File: src/rtl/fzin_pkg.sv
package fzin_pkg;
    typedef enum logic [1:0] {
        ST_OFFL  = 2'd0,
        ST_GUARD = 2'd1,
        ST_ACQ   = 2'd2,
        ST_ELAB  = 2'd3
    } acq_state_e;

    localparam int POL_ACK  = 0;
    localparam int POL_REQ  = 1;
    localparam int POL_LAST = 2;
    localparam int POL_BUSY = 3;
    localparam int POL_W    = 4;
endpackage

File: src/rtl/fzin_pol.sv
module fzin_pol #(
    parameter int N = 2
) (
    input  logic [N-1:0] sig_i,
    input  logic [N-1:0] pol_i,
    output logic [N-1:0] sig_o
);
    for (genvar g = 0; g < N; g++) begin : g_bit
        assign sig_o[g] = ~(sig_i[g] ^ pol_i[g]);
    end
endmodule

File: src/rtl/fzin_regfile.sv
module fzin_regfile #(
    parameter int NVARS = 8,
    parameter int DW    = 8
) (
    input  logic                  clk,
    input  logic                  rst_n,
    input  logic                  wr_en_i,
    input  logic [$clog2(NVARS)-1:0] wr_idx_i,
    input  logic [DW-1:0]         wr_data_i,
    output logic [NVARS*DW-1:0]   vars_o
);
    localparam int IW = $clog2(NVARS);

    for (genvar g = 0; g < NVARS; g++) begin : g_slot
        logic [DW-1:0] slot_q;
        always_ff @(posedge clk or negedge rst_n) begin
            if (!rst_n) begin
                slot_q <= '0;
            end else if (wr_en_i && (wr_idx_i == IW'(g))) begin
                slot_q <= wr_data_i;
            end
        end
        assign vars_o[g*DW +: DW] = slot_q;
    end

    AST_HOLD_UNWRITTEN: assert property (@(posedge clk) disable iff (!rst_n)
        !wr_en_i |=> $stable(vars_o));
endmodule

File: src/rtl/fzin_ctrl.sv
module fzin_ctrl
    import fzin_pkg::*;
#(
    parameter int NVARS     = 8,
    parameter int GUARD_CYC = 3
) (
    input  logic                     clk,
    input  logic                     rst_n,
    input  logic                     offline_i,
    input  logic                     master_i,
    input  logic [$clog2(NVARS)-1:0] cnt_m1_i,
    input  logic                     req_act_i,
    input  logic                     last_act_i,
    input  logic [$clog2(NVARS)-1:0] sel_i,
    input  logic                     done_i,
    output logic                     wr_en_o,
    output logic [$clog2(NVARS)-1:0] wr_idx_o,
    output logic                     ack_o,
    output logic                     busy_o,
    output logic [$clog2(NVARS)-1:0] next_idx_o
);
    localparam int IW = $clog2(NVARS);
    localparam int GW = $clog2(GUARD_CYC + 1);

    acq_state_e      state_q, state_d;
    logic [GW-1:0]   gcnt_q;
    logic [IW-1:0]   nxt_q;
    logic            req_prev_q;
    logic            pend_q;
    logic            ack_q;
    logic            accept;
    logic            final_seq;

    assign accept    = req_act_i && !req_prev_q && (state_q == ST_ACQ);
    assign final_seq = accept && master_i && (nxt_q == cnt_m1_i);

    always_comb begin
        state_d = state_q;
        unique case (state_q)
            ST_OFFL: begin
                if (!offline_i) state_d = ST_GUARD;
            end
            ST_GUARD: begin
                if (offline_i) state_d = ST_OFFL;
                else if (gcnt_q == GW'(GUARD_CYC - 1)) state_d = ST_ACQ;
            end
            ST_ACQ: begin
                if (offline_i) state_d = ST_OFFL;
                else if (final_seq) state_d = ST_ELAB;
                else if (!master_i && last_act_i) state_d = ST_ELAB;
            end
            ST_ELAB: begin
                if (offline_i) state_d = ST_OFFL;
                else if (done_i) state_d = ST_ACQ;
            end
        endcase
    end

    always_ff @(posedge clk or negedge rst_n) begin
        if (!rst_n) begin
            state_q    <= ST_OFFL;
            gcnt_q     <= '0;
            nxt_q      <= '0;
            req_prev_q <= 1'b0;
            pend_q     <= 1'b0;
            ack_q      <= 1'b0;
        end else begin
            state_q    <= state_d;
            req_prev_q <= req_act_i;
            pend_q     <= accept;
            ack_q      <= pend_q || (ack_q && req_act_i);
            if (state_q == ST_GUARD) gcnt_q <= gcnt_q + GW'(1);
            else                     gcnt_q <= '0;
            if (accept && master_i) begin
                nxt_q <= final_seq ? '0 : nxt_q + IW'(1);
            end else if (state_q == ST_OFFL) begin
                nxt_q <= '0;
            end
        end
    end

    always_comb begin
        wr_en_o    = accept;
        wr_idx_o   = master_i ? nxt_q : sel_i;
        ack_o      = ack_q;
        busy_o     = (state_q == ST_ELAB);
        next_idx_o = nxt_q;
    end

    AST_ACK_TWO_EDGES: assert property (@(posedge clk) disable iff (!rst_n)
        accept |-> ##2 ack_q);
    AST_NO_ACCEPT_BUSY: assert property (@(posedge clk) disable iff (!rst_n)
        (busy_o && req_act_i && !req_prev_q) |=> !pend_q);
    AST_IDX_BOUND: assert property (@(posedge clk) disable iff (!rst_n)
        (master_i && state_q == ST_ACQ) |-> (next_idx_o <= cnt_m1_i));
    AST_WRAP_ON_BUSY: assert property (@(posedge clk) disable iff (!rst_n)
        ($rose(busy_o) && master_i) |-> (next_idx_o == '0));
    AST_GUARD_WINDOW: assert property (@(posedge clk) disable iff (!rst_n)
        (state_q == ST_ACQ) |-> (!$past(offline_i, 1) && !$past(offline_i, 2)
                                 && !$past(offline_i, 3)));
endmodule

File: src/rtl/fzin_port.sv
module fzin_port
    import fzin_pkg::*;
#(
    parameter int NVARS = 8,
    parameter int DW    = 8
) (
    input  logic                     clk,
    input  logic                     rst_n,
    input  logic                     offline_i,
    input  logic                     cfg_master_i,
    input  logic [$clog2(NVARS)-1:0] cfg_cnt_m1_i,
    input  logic [POL_W-1:0]         cfg_pol_i,
    input  logic                     rd_i,
    input  logic [$clog2(NVARS)-1:0] sel_i,
    input  logic [DW-1:0]            data_i,
    input  logic                     last_i,
    input  logic                     done_i,
    output logic                     ready_o,
    output logic                     busy_o,
    output logic [$clog2(NVARS)-1:0] next_idx_o,
    output logic [NVARS*DW-1:0]      var_o
);
    localparam int IW = $clog2(NVARS);

    logic [1:0]    in_act;
    logic [1:0]    out_int;
    logic [1:0]    out_pin;
    logic          wr_en;
    logic [IW-1:0] wr_idx;

    fzin_pol #(.N(2)) u_in_pol (
        .sig_i ({last_i, rd_i}),
        .pol_i ({cfg_pol_i[POL_LAST], cfg_pol_i[POL_REQ]}),
        .sig_o (in_act)
    );

    fzin_ctrl #(.NVARS(NVARS), .GUARD_CYC(3)) u_ctrl (
        .clk        (clk),
        .rst_n      (rst_n),
        .offline_i  (offline_i),
        .master_i   (cfg_master_i),
        .cnt_m1_i   (cfg_cnt_m1_i),
        .req_act_i  (in_act[0]),
        .last_act_i (in_act[1]),
        .sel_i      (sel_i),
        .done_i     (done_i),
        .wr_en_o    (wr_en),
        .wr_idx_o   (wr_idx),
        .ack_o      (out_int[0]),
        .busy_o     (out_int[1]),
        .next_idx_o (next_idx_o)
    );

    fzin_regfile #(.NVARS(NVARS), .DW(DW)) u_regs (
        .clk       (clk),
        .rst_n     (rst_n),
        .wr_en_i   (wr_en),
        .wr_idx_i  (wr_idx),
        .wr_data_i (data_i),
        .vars_o    (var_o)
    );

    fzin_pol #(.N(2)) u_out_pol (
        .sig_i (out_int),
        .pol_i ({cfg_pol_i[POL_BUSY], cfg_pol_i[POL_ACK]}),
        .sig_o (out_pin)
    );

    assign ready_o = out_pin[0];
    assign busy_o  = out_pin[1];
endmodule

File: config.mk
export PLATFORM = sky130hd
export DESIGN_NAME = fzin_port
export DESIGN_NICKNAME = d
export VERILOG_FILES = /design/src/rtl/fzin_pkg.sv /design/src/rtl/fzin_pol.sv /design/src/rtl/fzin_regfile.sv /design/src/rtl/fzin_ctrl.sv /design/src/rtl/fzin_port.sv
export SDC_FILE = /design/constraint.sdc
export NUM_CORES = 1
export LEC_CHECK = 0
export BUFFER_PORTS_ARGS = -buffer_cell sky130_fd_sc_hd__buf_2
export CAP_MARGIN = 20
export CORE_UTILIZATION = 50
export DETAILED_ROUTE_END_ITERATION = 7
export PLACE_DENSITY = 0.78
export SLEW_MARGIN = 20
export SYNTH_ARGS = -nofsm -noshare
export SYNTH_HDL_FRONTEND = slang
export SYNTH_SLANG_ARGS = --single-unit
File: constraint.sdc
create_clock -name clk -period 2.7 [get_ports clk]
set_clock_uncertainty 0.2 [all_clocks]
set_input_delay 0.54 -clock clk [delete_from_list [all_inputs] [get_ports clk]]
set_output_delay 0.54 -clock clk [all_outputs]
set_load 0.05 [all_outputs]
==> impl_metrics.csv <==
group,metric,value,unit
drt,firstDrtPassIters,4,
status,status,"finished, final reports clean",
power_and_ir_drop,p_clk_frac,0.179,
sta,relSlewSlack,0.4101,
sta,drv_slew,0,
critical_path,r2r_start,"u_ctrl.state_q[1]",
layout,synthToLayoutAreaGrowth,22.74,%
floorplan,die_h,80.99,microns
cts,clock-sinks,74,
critical_path,crit_start,"u_ctrl.state_q[1]",
cts,root_buffer,"clkbuf_8",
drt,drt_iter0_drc,149,
critical_path,critPathLaunchType,"flop",
cts,tritoncts,"yes",
critical_path,critical_path_class,"flop to flop",
placement,gp_congestion,0.8765,
critical_path,cp.required,2.72,ns
critical_path,worstPathArrival,2.28,ns
floorplan,placementRows,28,
power_and_ir_drop,leakage,2.123,nW
power_and_ir_drop,seqPwrFrac,0.376,
sta,tns,0,ns
logic_synthesis,synth.largest_area_cell,"dfrtp_1",
logic_synthesis,seq_area_frac_synth,0.5937,
sta,fmax,441.6,MHz
sta,whs,0.1296,ns
placement,numPortBuffers,93,
logic_synthesis,netlist_instances,210,
sta,rsz0062_at_grt,"no",
drt,post_drt_via_cell_ratio,5.239,
cts,cts_setup_buffers,0,
sta,fin_crit,2.264,ns
layout,layout-drive-gt1-share,0.5732,
hold_path,min_path_type,"input pin to asynchronous set/reset pin",
grt,track_usage,0.2081,
critical_path,crit_fanout,12,
grt,grt_pass1_wl,9908,microns
logic_synthesis,ys_ff_latch,74,
placement,place_area,3646,sq um
drt,via_count,2038,
power_and_ir_drop,swShare,0.4543,
cts,cts_max_level,3,
layout,n_antenna_cell,0,
sta,setup_viol,0,
grt,antenna_found_initial,0,
power_and_ir_drop,p_int,2.358,mW
grt,grt_max_degree,75,
floorplan,die-area,6559,sq um
power_and_ir_drop,p_comb_frac,0.445,
layout,fin_area,3829,sq um
logic_synthesis,ys_warn_count,0,
grt,grt_pass1_vias,1969,
placement,post-place-ws,0.2671,ns
cts,clk_pin_slew,0.07,ns
logic_synthesis,syn_area_per_cell,14.85,sq um
sta,hold_viol_final,0,
drt,drt_wl_total,6269,microns
floorplan,start_util,0.5237,
drt,drc_errors,0,
logic_synthesis,syn-num-nets,237,
power_and_ir_drop,p_switching,1.963,mW
floorplan,ios,94,
critical_path,r2r_cells,4,
logic_synthesis,ys_types,40,
layout,final_nets,336,
drt,drtAntennaViolNets,0,
cts,hold_buffers,0,
drt,drt-wirelength-per-cell,16.12,microns
floorplan,coreArea,5956,sq um
critical_path,critPathCaptureType,"flop",
power_and_ir_drop,peakVddDrop,0.6013,mV
job,maxCapViolCount,0,
cts,cts_buffer_depth,2,
logic_synthesis,yosys-top-cells-area,"dfrtp_1, mux2_2, mux2_4",
logic_synthesis,yosys.area.top_type_share,0.5937,
grt,grt-ovfl-total,0,
cts,cts-buffers-inserted,9,
cts,clkLatencyLatePin,0.33,ns
power_and_ir_drop,powerDensity,1129,nW/um^2
sta,tightest_slew,0.8849,ns
floorplan,die_x,80.99,microns
sta,final.period_utilization,0.8387,
logic_synthesis,syn-cell-area,3119,sq um
placement,detailed_place_hpwl,4561,microns
cts,cts-resized-gates,0,
sta,layout_setup_ws,0.4356,ns
==> power by group through the flow <==
stage,combinational [mW],sequential [mW],clock (mW)
2_1_floorplan,0.495,2.61,0
3_3_place_gp,1.90,1.63,0
3_5_place_dp,1.93,1.64,0
4_1_cts,1.94,1.63,0.789
5_1_grt,2.01,1.66,0.851
6_report,1.92,1.63,0.773
==> through the flow <==
| step | utilization | power [mW] | instances |
|---|---|---|---|
| 6_report | 0.6429 | 4.321 | 389 |
| 5_1_grt | 0.6429 | 4.528 | 389 |
| 4_1_cts | 0.6429 | 4.352 | 389 |
| 3_5_place_dp | 0.6122 | 3.578 | 373 |
| 3_3_place_gp | 0.6122 | 3.533 | 373 |
| 2_1_floorplan | - | 3.101 | 210 |
==> flip-flops by register name, indices dropped and copies added (netlist names) <==
register,flops
u_regs.g_slot.slot_q,64
u_ctrl.next_idx_o,3
u_ctrl.gcnt_q,2
u_ctrl.state_q,2
u_ctrl.ack_o,1
u_ctrl.pend_q,1
u_ctrl.req_prev_q,1
==> logic make-up after synthesis <==
group | after synthesis | share of synthesized area
adders and majority gates | 2 | 0.008021
and+or+nand+nor | 37 | 0.07581
muxes | 68 | 0.2543
AOI/OAI and AO/OA | 13 | 0.02888
xor gates and xnor gates | 7 | 0.02206
buffers and inverters | 9 | 0.01725
DFF | 74 | 0.5937
==> final timing paths <==
| path | slack [ns] | to |
|---|---|---|
| max in group asynchronous | 1.60 | u_ctrl.state_q[0] |
| worst max-delay path | 0.44 | u_regs.g_slot[3].slot_q[5] |
| worst min-delay path | 0.13 | u_regs.g_slot[5].slot_q[1] |
| worst max register to register | 0.44 | u_regs.g_slot[3].slot_q[5] |
| min in group clk | 0.22 | u_ctrl.ack_o |
| worst min register to register | 0.22 | u_ctrl.ack_o |
==> placed cells by master, fill, tap and decap left out, types with 3 or more instances in the layout <==
master / instances
mux2_2: 54
dfrtp_1: 74
nand2_2: 6
nor2_1: 9
a21o_1: 3
mux2_1: 4
buf_2: 92
xor2_1: 5
clkbuf_8: 12
mux2_4: 8
o21ai_0: 3
==> critical path, stage by stage, from the launching register on <==
cell,delay (ns)
dfrtp_1,0.53
nor3b_1,0.37
and3_1,0.33
nor2b_4,0.38
mux2_4,0.33
==> area by class of cell <==
type                       instances  area [sq um]
sequential                        74          1852
timing repair buffer              94         475.5
tap                               75         93.84
fill                             475          2127
clock buffer                      14         172.7
clock inverter                     2         10.01
multi-input combinational        127          1214
inverter                           3         11.26
==> per-layer routing <==
layer	vias up	GRT usage	routed length, microns
li1	950	-	-
met1	1023	0.2904	2858
met2	55	0.3042	2997
met3	10	0.05056	304
met4	0	0.1018	110
met5	-	0	0
==> Yosys cell counts, drive strengths merged <==
library cell,n
a211oi,1
or3b,1
nor2,9
a22oi,1
nor2b,3
a221o,1
buf,4
dfrtp,74
nor4b,2
and3b,1
nor3b,2
mux2,66
clkbuf,2
mux2i,2
xor2,6
nor3,3
ha,2
nand2,8
o21ai,4
xnor2,1
nand3,1
nor4bb,1
nand3b,2
nand2b,2
inv,3
a31oi,1
and3,2
a21o,3
a32o,1
o22ai,1
Note: power is estimated with default switching activity, not from simulation.
